**config.mk**
```make
export PLATFORM = sky130hd
export DESIGN_NAME = trace_ctl_regs
export DESIGN_NICKNAME = d
export VERILOG_FILES = /design/src/rtl/trace_ctl_pkg.sv /design/src/rtl/trc_addr_dec.sv /design/src/rtl/trc_reg_file.sv /design/src/rtl/trc_irq_out.sv /design/src/rtl/trc_rd_port.sv /design/src/rtl/trace_ctl_regs.sv
export SDC_FILE = /design/constraint.sdc
export NUM_CORES = 1
export LEC_CHECK = 0
export BUFFER_PORTS_ARGS = -buffer_cell sky130_fd_sc_hd__clkbuf_2
export CORE_MARGIN = 2
export CORE_UTILIZATION = 35
export DETAILED_ROUTE_END_ITERATION = 8
export MAX_ROUTING_LAYER = met4
export PLACE_DENSITY = 0.54
export RECOVER_POWER = 25
export SYNTH_ARGS = -nofsm -noshare
export SYNTH_HDL_FRONTEND = slang
export SYNTH_HIERARCHICAL = 1
export SYNTH_SLANG_ARGS = --single-unit
```
**constraint.sdc**
```tcl
create_clock -name clk -period 1 [get_ports clk]
set_input_delay 0.1 -clock clk [delete_from_list [all_inputs] [get_ports clk]]
set_output_delay 0.1 -clock clk [all_outputs]
set_load 0.01 [all_outputs]
```
**src/rtl/trace_ctl_pkg.sv**
```systemverilog
package trace_ctl_pkg;

  localparam logic [7:0]  OFF_REV  = 8'h00;
  localparam logic [7:0]  OFF_CFG  = 8'h10;
  localparam logic [7:0]  OFF_SYS  = 8'h14;
  localparam logic [7:0]  OFF_IST  = 8'h18;
  localparam logic [7:0]  OFF_IEN  = 8'h1C;
  localparam logic [7:0]  OFF_CLK  = 8'h2C;
  localparam logic [7:0]  OFF_SER  = 8'h30;

  localparam logic [31:0] REV_VALUE = 32'h0000_0010;
  localparam int          SRST_BIT  = 1;
  localparam logic [7:0]  CFG_KEEP  = 8'hFE;

  typedef enum logic [2:0] {
    SEL_REV,
    SEL_CFG,
    SEL_SYS,
    SEL_IST,
    SEL_IEN,
    SEL_CLK,
    SEL_SER,
    SEL_NONE
  } reg_sel_e;

  function automatic logic [7:0] cfg_keep(input logic [7:0] w);
    return w & CFG_KEEP;
  endfunction

  function automatic logic pend_next(input logic cur, input logic clr, input logic set);
    if (set) return 1'b1;
    if (clr) return 1'b0;
    return cur;
  endfunction

  function automatic logic irq_any(input logic [31:0] st, input logic [31:0] en);
    return |(st & en);
  endfunction

  function automatic logic sel_read_only(input reg_sel_e s);
    return (s == SEL_REV) || (s == SEL_SYS);
  endfunction

endpackage

```
**src/rtl/trc_addr_dec.sv**
```systemverilog
module trc_addr_dec
  import trace_ctl_pkg::*;
#(
  parameter int ADDR_W = 8
) (
  input  logic              req_valid,
  input  logic              req_write,
  input  logic [ADDR_W-1:0] req_addr,
  output reg_sel_e          sel_o,
  output logic              bad_o,
  output logic              wr_ok_o,
  output logic              rd_o
);

  always_comb begin
    sel_o = SEL_NONE;
    if      (req_addr == ADDR_W'(OFF_REV)) sel_o = SEL_REV;
    else if (req_addr == ADDR_W'(OFF_CFG)) sel_o = SEL_CFG;
    else if (req_addr == ADDR_W'(OFF_SYS)) sel_o = SEL_SYS;
    else if (req_addr == ADDR_W'(OFF_IST)) sel_o = SEL_IST;
    else if (req_addr == ADDR_W'(OFF_IEN)) sel_o = SEL_IEN;
    else if (req_addr == ADDR_W'(OFF_CLK)) sel_o = SEL_CLK;
    else if (req_addr == ADDR_W'(OFF_SER)) sel_o = SEL_SER;
  end

  always_comb begin
    bad_o   = req_valid && ((sel_o == SEL_NONE) || (req_write && sel_read_only(sel_o)));
    wr_ok_o = req_valid && req_write && !bad_o;
    rd_o    = req_valid && !req_write;
  end

endmodule

```
**src/rtl/trc_reg_file.sv**
```systemverilog
module trc_reg_file
  import trace_ctl_pkg::*;
#(
  parameter int DATA_W = 32,
  parameter int IRQ_W  = 16,
  parameter int CFG_W  = 8,
  parameter int CLK_W  = 8,
  parameter int SER_W  = 8
) (
  input  logic              clk,
  input  logic              rst_n,
  input  logic              wr_ok,
  input  reg_sel_e          sel,
  input  logic [DATA_W-1:0] wdata,
  input  logic [IRQ_W-1:0]  hw_event,
  output logic [CFG_W-1:0]  cfg_q,
  output logic [IRQ_W-1:0]  ist_q,
  output logic [IRQ_W-1:0]  ien_q,
  output logic [CLK_W-1:0]  clk_q,
  output logic [SER_W-1:0]  ser_q,
  output logic [IRQ_W-1:0]  ist_clr_o,
  output logic              soft_rst_o
);

  logic wr_cfg, wr_ist, wr_ien, wr_clk, wr_ser;

  always_comb begin
    wr_cfg     = wr_ok && (sel == SEL_CFG);
    wr_ist     = wr_ok && (sel == SEL_IST);
    wr_ien     = wr_ok && (sel == SEL_IEN);
    wr_clk     = wr_ok && (sel == SEL_CLK);
    wr_ser     = wr_ok && (sel == SEL_SER);
    soft_rst_o = wr_cfg && wdata[SRST_BIT];
    ist_clr_o  = wr_ist ? wdata[IRQ_W-1:0] : '0;
  end

  always_ff @(posedge clk or negedge rst_n) begin
    if (!rst_n)      cfg_q <= '0;
    else if (wr_cfg) cfg_q <= CFG_W'(cfg_keep(wdata[7:0]));
  end

  always_ff @(posedge clk or negedge rst_n) begin
    if (!rst_n)          ien_q <= '0;
    else if (soft_rst_o) ien_q <= '0;
    else if (wr_ien)     ien_q <= wdata[IRQ_W-1:0];
  end

  always_ff @(posedge clk or negedge rst_n) begin
    if (!rst_n)          clk_q <= '0;
    else if (soft_rst_o) clk_q <= '0;
    else if (wr_clk)     clk_q <= wdata[CLK_W-1:0];
  end

  always_ff @(posedge clk or negedge rst_n) begin
    if (!rst_n)          ser_q <= '0;
    else if (soft_rst_o) ser_q <= '0;
    else if (wr_ser)     ser_q <= wdata[SER_W-1:0];
  end

  for (genvar i = 0; i < IRQ_W; i++) begin : g_pend
    always_ff @(posedge clk or negedge rst_n) begin
      if (!rst_n)          ist_q[i] <= 1'b0;
      else if (soft_rst_o) ist_q[i] <= 1'b0;
      else                 ist_q[i] <= pend_next(ist_q[i], ist_clr_o[i], hw_event[i]);
    end
  end

endmodule

```
**src/rtl/trc_irq_out.sv**
```systemverilog
module trc_irq_out
  import trace_ctl_pkg::*;
#(
  parameter int IRQ_W = 16
) (
  input  logic [IRQ_W-1:0] ist_q,
  input  logic [IRQ_W-1:0] ien_q,
  output logic             irq_o
);

  always_comb irq_o = irq_any(32'(ist_q), 32'(ien_q));

endmodule

```
**src/rtl/trc_rd_port.sv**
```systemverilog
module trc_rd_port
  import trace_ctl_pkg::*;
#(
  parameter int DATA_W = 32,
  parameter int IRQ_W  = 16,
  parameter int CFG_W  = 8,
  parameter int CLK_W  = 8,
  parameter int SER_W  = 8
) (
  input  logic              clk,
  input  logic              rst_n,
  input  logic              rd_req,
  input  logic              bad_req,
  input  reg_sel_e          sel,
  input  logic [CFG_W-1:0]  cfg_q,
  input  logic [IRQ_W-1:0]  ist_q,
  input  logic [IRQ_W-1:0]  ien_q,
  input  logic [CLK_W-1:0]  clk_q,
  input  logic [SER_W-1:0]  ser_q,
  output logic              rd_valid,
  output logic [DATA_W-1:0] rd_data,
  output logic              bad_access
);

  logic [DATA_W-1:0] mux_d;

  always_comb begin
    case (sel)
      SEL_REV: mux_d = DATA_W'(REV_VALUE);
      SEL_CFG: mux_d = DATA_W'(cfg_q);
      SEL_IST: mux_d = DATA_W'(ist_q);
      SEL_IEN: mux_d = DATA_W'(ien_q);
      SEL_CLK: mux_d = DATA_W'(clk_q);
      SEL_SER: mux_d = DATA_W'(ser_q);
      default: mux_d = '0;
    endcase
  end

  always_ff @(posedge clk or negedge rst_n) begin
    if (!rst_n) begin
      rd_valid   <= 1'b0;
      rd_data    <= '0;
      bad_access <= 1'b0;
    end else begin
      rd_valid   <= rd_req;
      rd_data    <= rd_req ? mux_d : '0;
      bad_access <= bad_req;
    end
  end

endmodule

```
**src/rtl/trace_ctl_regs.sv**
```systemverilog
module trace_ctl_regs
  import trace_ctl_pkg::*;
#(
  parameter int ADDR_W = 8,
  parameter int DATA_W = 32,
  parameter int IRQ_W  = 16,
  parameter int CFG_W  = 8,
  parameter int CLK_W  = 8,
  parameter int SER_W  = 8
) (
  input  logic              clk,
  input  logic              rst_n,
  input  logic              req_valid,
  input  logic              req_write,
  input  logic [ADDR_W-1:0] req_addr,
  input  logic [DATA_W-1:0] req_wdata,
  input  logic [IRQ_W-1:0]  hw_event,
  output logic              rd_valid,
  output logic [DATA_W-1:0] rd_data,
  output logic              bad_access,
  output logic              irq
);

  reg_sel_e         sel;
  logic             dec_bad, wr_ok, rd_req, soft_rst;
  logic [CFG_W-1:0] cfg_q;
  logic [IRQ_W-1:0] ist_q, ien_q, ist_clr;
  logic [CLK_W-1:0] clk_q;
  logic [SER_W-1:0] ser_q;

  trc_addr_dec #(.ADDR_W(ADDR_W)) u_dec (
    .req_valid (req_valid),
    .req_write (req_write),
    .req_addr  (req_addr),
    .sel_o     (sel),
    .bad_o     (dec_bad),
    .wr_ok_o   (wr_ok),
    .rd_o      (rd_req)
  );

  trc_reg_file #(
    .DATA_W(DATA_W), .IRQ_W(IRQ_W), .CFG_W(CFG_W), .CLK_W(CLK_W), .SER_W(SER_W)
  ) u_regs (
    .clk        (clk),
    .rst_n      (rst_n),
    .wr_ok      (wr_ok),
    .sel        (sel),
    .wdata      (req_wdata),
    .hw_event   (hw_event),
    .cfg_q      (cfg_q),
    .ist_q      (ist_q),
    .ien_q      (ien_q),
    .clk_q      (clk_q),
    .ser_q      (ser_q),
    .ist_clr_o  (ist_clr),
    .soft_rst_o (soft_rst)
  );

  trc_irq_out #(.IRQ_W(IRQ_W)) u_irq (
    .ist_q (ist_q),
    .ien_q (ien_q),
    .irq_o (irq)
  );

  trc_rd_port #(
    .DATA_W(DATA_W), .IRQ_W(IRQ_W), .CFG_W(CFG_W), .CLK_W(CLK_W), .SER_W(SER_W)
  ) u_rd (
    .clk        (clk),
    .rst_n      (rst_n),
    .rd_req     (rd_req),
    .bad_req    (dec_bad),
    .sel        (sel),
    .cfg_q      (cfg_q),
    .ist_q      (ist_q),
    .ien_q      (ien_q),
    .clk_q      (clk_q),
    .ser_q      (ser_q),
    .rd_valid   (rd_valid),
    .rd_data    (rd_data),
    .bad_access (bad_access)
  );

endmodule

```
==> results of run 1 <==
-- area by class of cell --
cell class / instances / area, sq um / area share
clock buffers: 11 / 131 / 0.0231
flip-flops and latches: 73 / 1830 / 0.321
well taps: 140 / 175 / 0.0308
repair inverters: 3 / 48.8 / 0.00858
inverters: 7 / 42.5 / 0.00748
repair buffers: 175 / 1490 / 0.263
clock inverters: 5 / 56.3 / 0.00990
multi-input cells: 240 / 1910 / 0.336
-- critical path, cell delays in order --
cell and delay (ns):
clkbuf_8 0.11, inv_2 0.03, maj3_2 0.30, or3b_4 0.40, buf_6 0.14, nor2b_4 0.15
a22o_1 0.19, a222oi_1 0.43, nor2_1 0.10
-- final timing paths --
check	end	depth (start not counted)	start	slack, ns
min	u_regs/ien_q[14]$_DFFE_PN0P_	3	req_wdata[14]	0.02
max reg2reg	u_rd/rd_data[7]$_DFF_PN0_	4	u_regs/ien_q[7]$_DFFE_PN0P_	-0.51
max in group asynchronous	u_regs/cfg_q[4]$_DFFE_PN0P_	3	rst_n	0.24
min in group asynchronous	u_regs/ien_q[14]$_DFFE_PN0P_	3	rst_n	0.33
min reg2reg	u_regs/clk_q[6]$_DFFE_PN0P_	1	u_regs/clk_q[6]$_DFFE_PN0P_	0.51
max	u_rd/rd_data[3]$_DFF_PN0_	9	req_addr[4]	-0.75
-- flip-flops by register name (all words and copies together) (netlist names) --
name / cells
u_rd/bad_access: 1
u_rd/rd_data: 16
u_rd/rd_valid: 1
u_regs/cfg_q: 7
u_regs/clk_q: 8
u_regs/ien_q: 16
u_regs/ist_q: 16
u_regs/ser_q: 8
-- where the power goes --
part | internal [uW] | leakage [uW] | switching (uW)
combinational | 248 | 0.00160 | 253
clock | 1150 | 0.0000933 | 1080
sequential | 2960 | 0.000928 | 2.60
-- routing by layer --
metal,track usage,part of all wire
met5,-,0
met4,0.0479,0.0069
met3,0.0350,0.034
met2,0.308,0.50
met1,0.254,0.46
-- metrics by stage --
stage	cells	hold slack, ns	setup slack, ns
6_report	654	0.0225	-0.754
5_1_grt	654	0.00807	-0.754
4_1_cts	641	0.000882	-0.679
3_5_place_dp	586	0.0814	-1.06
3_3_place_gp	586	0.0796	-0.988
2_1_floorplan	360	-0.196	-0.838
-- repair_timing --
item	in CTS	in global routing
resized for setup	45	32
cloned	2	4
hold endpoints to repair	97	0
setup buffers	12	10
hold buffers	25	0
endpoints found under the setup margin	72	72
pin swaps	28	15
==> key figures, run 1 <==
Status
  • Run status: finished, violations left
  • Failing checks: setup timing

Global routing
  • Number of antenna violations at the first check in global routing: 0
  • Via count of the first global-routing pass: 3154
  • Maximum number of pins on one net before global-route repair: 45
  • Wire length of the first global-routing pass: 16800 microns
  • Global-route total usage across every layer: 0.192
  • Total congestion overflow after global routing: 0

Clock network
  • Worst-Skew Late Latency: 0.34 ns
  • Number of levels the H-tree was split into: 3
  • CTS root buf: clkbuf_8
  • Number of clock sinks seen by CTS: 73
  • Number of buffers created by CTS: 9
  • Clk slew on worst S/H paths: 0.08 ns
  • Worst-case clock buffer depth: 2
  • TritonCTS clock tree: yes

Layout
  • Fin area: 5690 sq um
  • Area growth from synthesis to final layout: 46.3%
  • Total number of nets in the final design: 569
  • Fraction of the core area covered by cells at the end of the flow: 0.524
  • Commonest non-fill, non-tap cell in the layout: dfrtp_1
  • Most used cells in the layout excluding fill and tap cells: 73 x dfrtp_1, 59 x clkbuf_2, 59 x buf_4, 48 x nand2_1, 25 x dlygate4sd3_1
  • Ant. Diodes: 0
  • Count of filler cells inserted in the layout: 996
  • Fraction of layout instances using a drive strength above 1: 0.504

Detailed routing
  • DRT antenna net count: 0
  • Residual DRC: 0
  • First-pass iteration count of the detailed router: 5
  • DR iter-0 viols: 172
  • Via count: 3219
  • Routed wirelength normalized by instance count: 17.2 microns
  • Number of vias per cell after detailed routing: 4.92
  • Total routed wirelength: 11200 microns

Floorplanning
  • Width of the chip: 109 microns
  • Number of core rows: 38
  • Number of placed I/O pins: 95
  • Core Region: 10800 sq um
  • Die ar.: 12000 sq um
  • Die extent in y: 109 microns
  • Initial standard-cell utilization of the core: 0.359

Timing
  • Maximum operating frequency: 570 MHz
  • Clk_skew: 0.0115 ns
  • Number of max-slew violations in the final report: 0
  • Final WS setup: -0.754 ns
  • Final min period: 1.75 ns
  • Transition time at the pin with the least slew margin: 0.540 ns
  • Count of final hold-check violations: 0
  • Count of final setup violators: 72
  • Fraction of the cycle the final worst path needs: 1.75
  • Sum of negative setup slack: -44.34 ns
  • RSZ-0062 raised after global routing: true
  • Slew Limit Headroom: 0.640

Min path
  • Worst Hold Class: in -> reg

Setup path
  • Critical path required time: 1.20 ns
  • Crit-path max FO: 7
  • Data arrival time of the worst path: 1.95 ns
  • Nature of the critical path endpoint: flip-flop
  • Critical Setup Path Class: in -> reg
  • Startpoint Class: input pin

Logic synthesis
  • Cells after synthesis: 345
  • Cell area after technology mapping: 3890 sq um
  • Count of yosys warnings during synthesis: 6
  • Mean instance size in the synthesized netlist: 11.3 sq um

Flow run
  • Number of max-cap violations: 0

Place
  • Count of input and output buffers: 62
  • Gp weighted congestion: 0.848
  • Cell Area, Placed: 4680 sq um
  • Half-perimeter wire length after detailed placement: 7040 microns

Power and ir drop
  • Leak Pwr: 0.00262 uW
  • Areal power density over the cells: 1000 nW/um^2
  • Highest ir drop seen on vdd: 565 uV
  • Total power: 5690 uW
(Power assumes the default switching activity.)
==> run 2: changes to the inputs <==
ABC_AREA = 1   (was default)
RECOVER_POWER = 100   (was 25)
==> run 2 against run 1 <==
Compared with the run above:
- the run still ends with setup timing left
- count of clock-buffer cells in the layout rose by 2
- highest routed layer unchanged
- critical path depth rose by 8
- area after synthesis rose by 4.0%
==> key figures, run 2 <==
Setup path
  • Worst setup path startpoint: req_addr[1]
  • Reg-to-reg endpoint: u_rd/rd_data[1]$_DFF_PN0_
  • Critical Setup Path Class: in -> reg
  • Worst Reg2Reg Path Length in Cells: 6
  • Crit-path max FO: 8
  • Critical path required time: 1.23 ns
  • R2R setup slack: -0.14 ns
  • Data arrival time of the worst path: 1.78 ns
  • Reg-to-reg critical path startpoint: u_regs/ist_q[1]$_DFFE_PN0P_
  • Nature of the critical path endpoint: flip-flop
  • Kind of cell adding the most delay to the critical path: simple AND/OR/NAND/NOR gates
  • Crit-path max cell delay: 0.21 ns
  • Combined buffer and inverter count along the critical path: 6
  • Startpoint Class: input pin
  • Worst path slowest cell: clkbuf_16
  • CP Cell Sequence: clkbuf_16 -> inv_12 -> nand2_8 -> nor2_4 -> nand3_4 -> nand4_1 -> nand2_1 -> nand3_2 -> nand2_2 -> inv_4 -> buf_6 -> inv_6 -> nor2_4 -> clkbuf_16 -> nand3_2 -> nand2_2 -> a21oi_2

Status
  • Run status: finished, violations left
  • Failing checks: setup timing

Clock network
  • Worst-Skew Late Latency: 0.34 ns
  • TritonCTS clock tree: yes
  • Number of levels the H-tree was split into: 3
  • Clk slew on worst S/H paths: 0.06 ns
  • Number of clock sinks seen by CTS: 73
  • Number of buffers created by CTS: 9
  • CTS root buf: clkbuf_16
  • Worst-case clock buffer depth: 2

Power and ir drop
  • Leak Pwr: 0.00332 uW
  • Highest ir drop seen on vdd: 697 uV
  • Areal power density over the cells: 1030 nW/um^2

Min path
  • Hold worst-path end: u_regs/ien_q[13]$_DFFE_PN0P_
  • Worst Hold Class: in -> reg
  • Hold-critical path depth: 3
  • Hold Path Origin: req_wdata[13]

Detailed routing
  • DR iter-0 viols: 266
  • Total routed wirelength: 13000 microns
  • Residual DRC: 0
  • Via count: 4119
  • Number of vias per cell after detailed routing: 4.92
  • DRT antenna net count: 0
  • First-pass iteration count of the detailed router: 4
  • Routed wirelength normalized by instance count: 15.5 microns

Floorplanning
  • Die ar.: 12400 sq um
  • Number of core rows: 39
  • Core Region: 11400 sq um
  • Number of placed I/O pins: 95
  • Initial standard-cell utilization of the core: 0.356
  • Width of the chip: 111 microns
  • Die extent in y: 111 microns

Layout
  • Commonest non-fill, non-tap cell in the layout: nand2_1
  • Area growth from synthesis to final layout: 62.5%
  • Fraction of layout instances using a drive strength above 1: 0.462
  • Count of filler cells inserted in the layout: 1000
  • Top flop regs: u_rd/rd_data: 16 flops, u_regs/ien_q: 16 flops, u_regs/ist_q: 16 flops
  • Total number of nets in the final design: 750
  • Ant. Diodes: 0
  • Most used cells in the layout excluding fill and tap cells: 128 x nand2_1, 73 x dfrtp_1, 72 x buf_4, 68 x nand3_2, 36 x clkbuf_2

Timing
  • Clk_skew: 0.00769 ns
  • Count of final setup violators: 73
  • Slew Limit Headroom: 0.541
  • RSZ-0062 raised after global routing: true
  • Number of max-slew violations in the final report: 0
  • Maximum operating frequency: 648 MHz
  • Final WS setup: -0.544 ns
  • Count of final hold-check violations: 0
  • Transition time at the pin with the least slew margin: 0.688 ns
  • Fraction of the cycle the final worst path needs: 1.54
  • Final min period: 1.54 ns
  • Minimum hold slack: 0.0219 ns

Logic synthesis
  • Count of yosys warnings during synthesis: 6
  • Cells after synthesis: 511
  • Mean instance size in the synthesized netlist: 7.91 sq um
  • Cell area after technology mapping: 4040 sq um

Global routing
  • Global-route total usage across every layer: 0.214
  • Maximum number of pins on one net before global-route repair: 74
  • Number of antenna violations at the first check in global routing: 0
  • Via count of the first global-routing pass: 4120
  • Wire length of the first global-routing pass: 20500 microns
  • Total congestion overflow after global routing: 0

Place
  • Worst setup timing slack at the placement stage: -0.885 ns
  • Half-perimeter wire length after detailed placement: 8350 microns
  • Count of input and output buffers: 62
  • Gp weighted congestion: 0.816

Flow run
  • Number of max-cap violations: 0
run 2: worst max-delay path by stage:
stage                                  endpoint  slack, ns  cells past startpoint
floorplan           u_regs/ser_q[0]$_DFFE_PN0P_      -0.69                     17
global placement    u_regs/ien_q[3]$_DFFE_PN0P_      -0.84                     16
detailed placement  u_regs/ien_q[1]$_DFFE_PN0P_      -0.89                     16
CTS                 u_regs/clk_q[3]$_DFFE_PN0P_      -0.43                     16
global route        u_regs/ist_q[8]$_DFFE_PN0P_      -0.66                     17
finish              u_regs/ist_q[8]$_DFFE_PN0P_      -0.54                     17
run 2: per-stage QoR:
step,util,total power (uW),instance area (sq um),TNS [ns],std cells
global placement,0.454,3590,5160,-57.09,763
CTS,0.547,6790,6220,-27.33,830
floorplan,-,3350,4300,-37.84,526
detailed placement,0.454,3600,5160,-60.02,763
global route,0.578,7050,6570,-38.42,838
finish,0.578,6780,6570,-29.58,838
run 2: worst register-to-register path: cells and delay by family, from the launching register on:
family,cells,cell delay (ns)
simple gates,4,0.33
buf+inv,2,0.29
flops,1,0.41
run 2: routing by layer:
layer  up-vias  track usage  wire length [microns]
li1       1983            -                      -
met1      2000        0.278                   5650
met2       116        0.341                   6320
met3        20       0.0403                    710
met4         0       0.0691                    276
met5         -            -                      0
run 2: repair_timing:
action | in CTS | in global routing
gates cloned | 2 | 1
gates resized for setup | 75 | 82
endpoints found under the setup margin | 72 | 73
setup buffers | 25 | 7
pin swaps | 26 | 36
hold endpoints to repair | 96 | 0
hold buffers | 24 | 0
run 2: area by class of cell:
class,count,area (sq um),area share
Multi-Input combinational cell,364,2330,0.355
Sequential cell,73,1830,0.278
Timing Repair Buffer,190,1680,0.256
Inverter,52,277,0.0421
Clock buffer,13,260,0.0396
Tap cell,143,179,0.0272
Clock inverter,3,15.0,0.00229
run 2: where the power goes:
group          total, uW  switching, uW  internal, uW
clock network       3030           1230          1800
logic                725            403           321
registers           3030           26.5          3000
==> run 3: changes to the inputs <==
PLACE_DENSITY = 0.55   (was 0.54)
==> run 3 against run 2 <==
Compared with the run above:
- the flow still finishes with violations (setup timing)
- design area down 3.9%
- total power down 1.6%
- clock skew up 0.0014 ns
==> key figures, run 3 (synthesis results as in run 2) <==
Layout
  • Ant. Diodes: 0
  • Top flop regs: u_rd/rd_data: 16 flops, u_regs/ien_q: 16 flops, u_regs/ist_q: 16 flops
  • Commonest non-fill, non-tap cell in the layout: nand2_1
  • Count of filler cells inserted in the layout: 1032
  • Area growth from synthesis to final layout: 56.1%
  • Fraction of layout instances using a drive strength above 1: 0.425
  • Fin area: 6310 sq um
  • Most used cells in the layout excluding fill and tap cells: 134 x nand2_1, 72 x dfrtp_1, 65 x buf_4, 51 x nand3_2, 40 x nand3_1
  • Total number of nets in the final design: 745
  • Final cell count without fillers: 833

Timing
  • Clk_skew: 0.00908 ns
  • Number of max-slew violations in the final report: 0
  • Final min period: 1.43 ns
  • RSZ-0062 raised after global routing: true
  • Fraction of the cycle the final worst path needs: 1.43
  • Maximum operating frequency: 702 MHz
  • Minimum hold slack: 0.0550 ns
  • Slew Limit Headroom: 0.540
  • Count of final setup violators: 73
  • Count of final hold-check violations: 0
  • Final WS setup: -0.425 ns
  • Transition time at the pin with the least slew margin: 0.690 ns

Clock network
  • TritonCTS clock tree: yes
  • Number of levels the H-tree was split into: 3
  • Worst-case clock buffer depth: 2
  • Number of clock sinks seen by CTS: 73
  • CTS root buf: clkbuf_16
  • Worst-Skew Late Latency: 0.34 ns
  • Number of buffers created by CTS: 9
  • Clk slew on worst S/H paths: 0.06 ns

Floorplanning
  • Core Region: 11400 sq um
  • Number of placed I/O pins: 95
  • Die ar.: 12400 sq um
  • Initial standard-cell utilization of the core: 0.356
  • Width of the chip: 111 microns
  • Die extent in y: 111 microns
  • Number of core rows: 39

Global routing
  • Wire length of the first global-routing pass: 20000 microns
  • Maximum number of pins on one net before global-route repair: 74
  • Total congestion overflow after global routing: 0
  • Number of antenna violations at the first check in global routing: 0
  • Via count of the first global-routing pass: 4012
  • Global-route total usage across every layer: 0.208

Power and ir drop
  • Total power: 6680 uW
  • Leak Pwr: 0.00322 uW
  • Areal power density over the cells: 1060 nW/um^2
  • Highest ir drop seen on vdd: 948 uV

Detailed routing
  • First-pass iteration count of the detailed router: 4
  • Total routed wirelength: 12200 microns
  • DR iter-0 viols: 213
  • Via count: 4045
  • Routed wirelength normalized by instance count: 14.7 microns
  • Residual DRC: 0
  • Number of vias per cell after detailed routing: 4.86
  • DRT antenna net count: 0

Setup path
  • Kind of cell adding the most delay to the critical path: simple AND/OR/NAND/NOR gates
  • Crit-path max FO: 11
  • Critical path required time: 1.22 ns
  • Most used cell along the critical path: nand2_1
  • Crit-path max cell delay: 0.16 ns
  • Startpoint Class: input pin
  • Combined buffer and inverter count along the critical path: 4
  • Nature of the critical path endpoint: flip-flop
  • Worst path slowest cell: nor2_4
  • Data arrival time of the worst path: 1.65 ns
  • Critical Setup Path Class: in -> reg
  • CP Cell Sequence: clkbuf_16 -> inv_12 -> nand2_8 -> nor2_4 -> nand3_4 -> nand4_1 -> nand2_1 -> nand3_2 -> nand2_1 -> inv_2 -> nand2_4 -> nor2_8 -> nand2_8 -> buf_8 -> nand3_1 -> nand2_1

Place
  • Worst setup timing slack at the placement stage: -0.876 ns
  • Cell Area, Placed: 5090 sq um
  • Gp weighted congestion: 0.838
  • Post-placement cell count: 762
  • Count of input and output buffers: 62
  • Half-perimeter wire length after detailed placement: 8090 microns

Flow run
  • Number of max-cap violations: 0

Status
  • Failing checks: setup timing
  • Run status: finished, violations left

Min path
  • Worst Hold Class: in -> reg
run 3: changes by cell type in the layout (fill, tap and decap cells not counted), moves of 7 or more:
cell	before	now
buf_12	16	9
buf_4	72	65
nand3_1	24	40
nand3_2	68	51
run 3: per-layer routing:
metal / track usage / up-vias / wire [microns]
met5: - / - / 0
met4: 0.0551 / 0 / 175
met3: 0.0430 / 13 / 519
met2: 0.330 / 109 / 6080
met1: 0.272 / 1955 / 5460
li1: - / 1968 / -
run 3: through the flow:
step / util / TNS [ns]
CTS: 0.536 / -26.63
global route: 0.555 / -37.93
floorplan: - / -37.84
finish: 0.555 / -28.36
detailed placement: 0.447 / -58.76
global placement: 0.447 / -56.48
run 3: tightest hold or removal path, delay by kind of cell:
family                 cells  cell delay, ns
AND/OR/NAND/NOR            2            0.12
buffers and inverters      1            0.13
run 3: timing repair:
item / CTS / global route
hold buffers: 25 / 0
gates resized for setup: 80 / 48
pin swaps: 44 / 23
gates cloned: 1 / 0
endpoints found under the setup margin: 72 / 73
endpoints found under the hold margin: 97 / 0
buffers inserted: 19 / 10
run 3: final timing paths:
kind	from	endpoint	slack, ns	cells past startpoint
min	req_wdata[0]	u_regs/ien_q[0]$_DFFE_PN0P_	0.05	3
max in group asynchronous	rst_n	u_regs/ist_q[4]$_DFFE_PN0P_	0.07	3
max	req_addr[1]	u_regs/ser_q[3]$_DFFE_PN0P_	-0.43	16
max reg2reg	u_regs/ien_q[2]$_DFFE_PN0P_	u_rd/rd_data[2]$_DFF_PN0_	-0.05	5
min reg2reg	u_regs/cfg_q[1]$_DFFE_PN0P_	u_regs/cfg_q[1]$_DFFE_PN0P_	0.48	2
min in group asynchronous	rst_n	u_regs/ist_q[10]$_DFFE_PN0P_	0.41	3
run 3: power by group:
| part | internal, uW | switching, uW | leakage (uW) |
|---|---|---|---|
| Combinational | 301 | 377 | 0.00216 |
| Clock | 1670 | 1300 | 0.000128 |
| Sequential | 3000 | 27.1 | 0.000930 |
run 3: cell type report:
type                       instances  area, sq um  area share
clock buffer                       9          225      0.0357
clock inverter                     7         46.3     0.00734
inverter                          52          254      0.0402
multi-input combinational        364         2230       0.353
sequential                        73         1830       0.290
tap                              143          179      0.0284
timing repair buffer             184         1540       0.245
timing repair inverter             1         8.76     0.00139
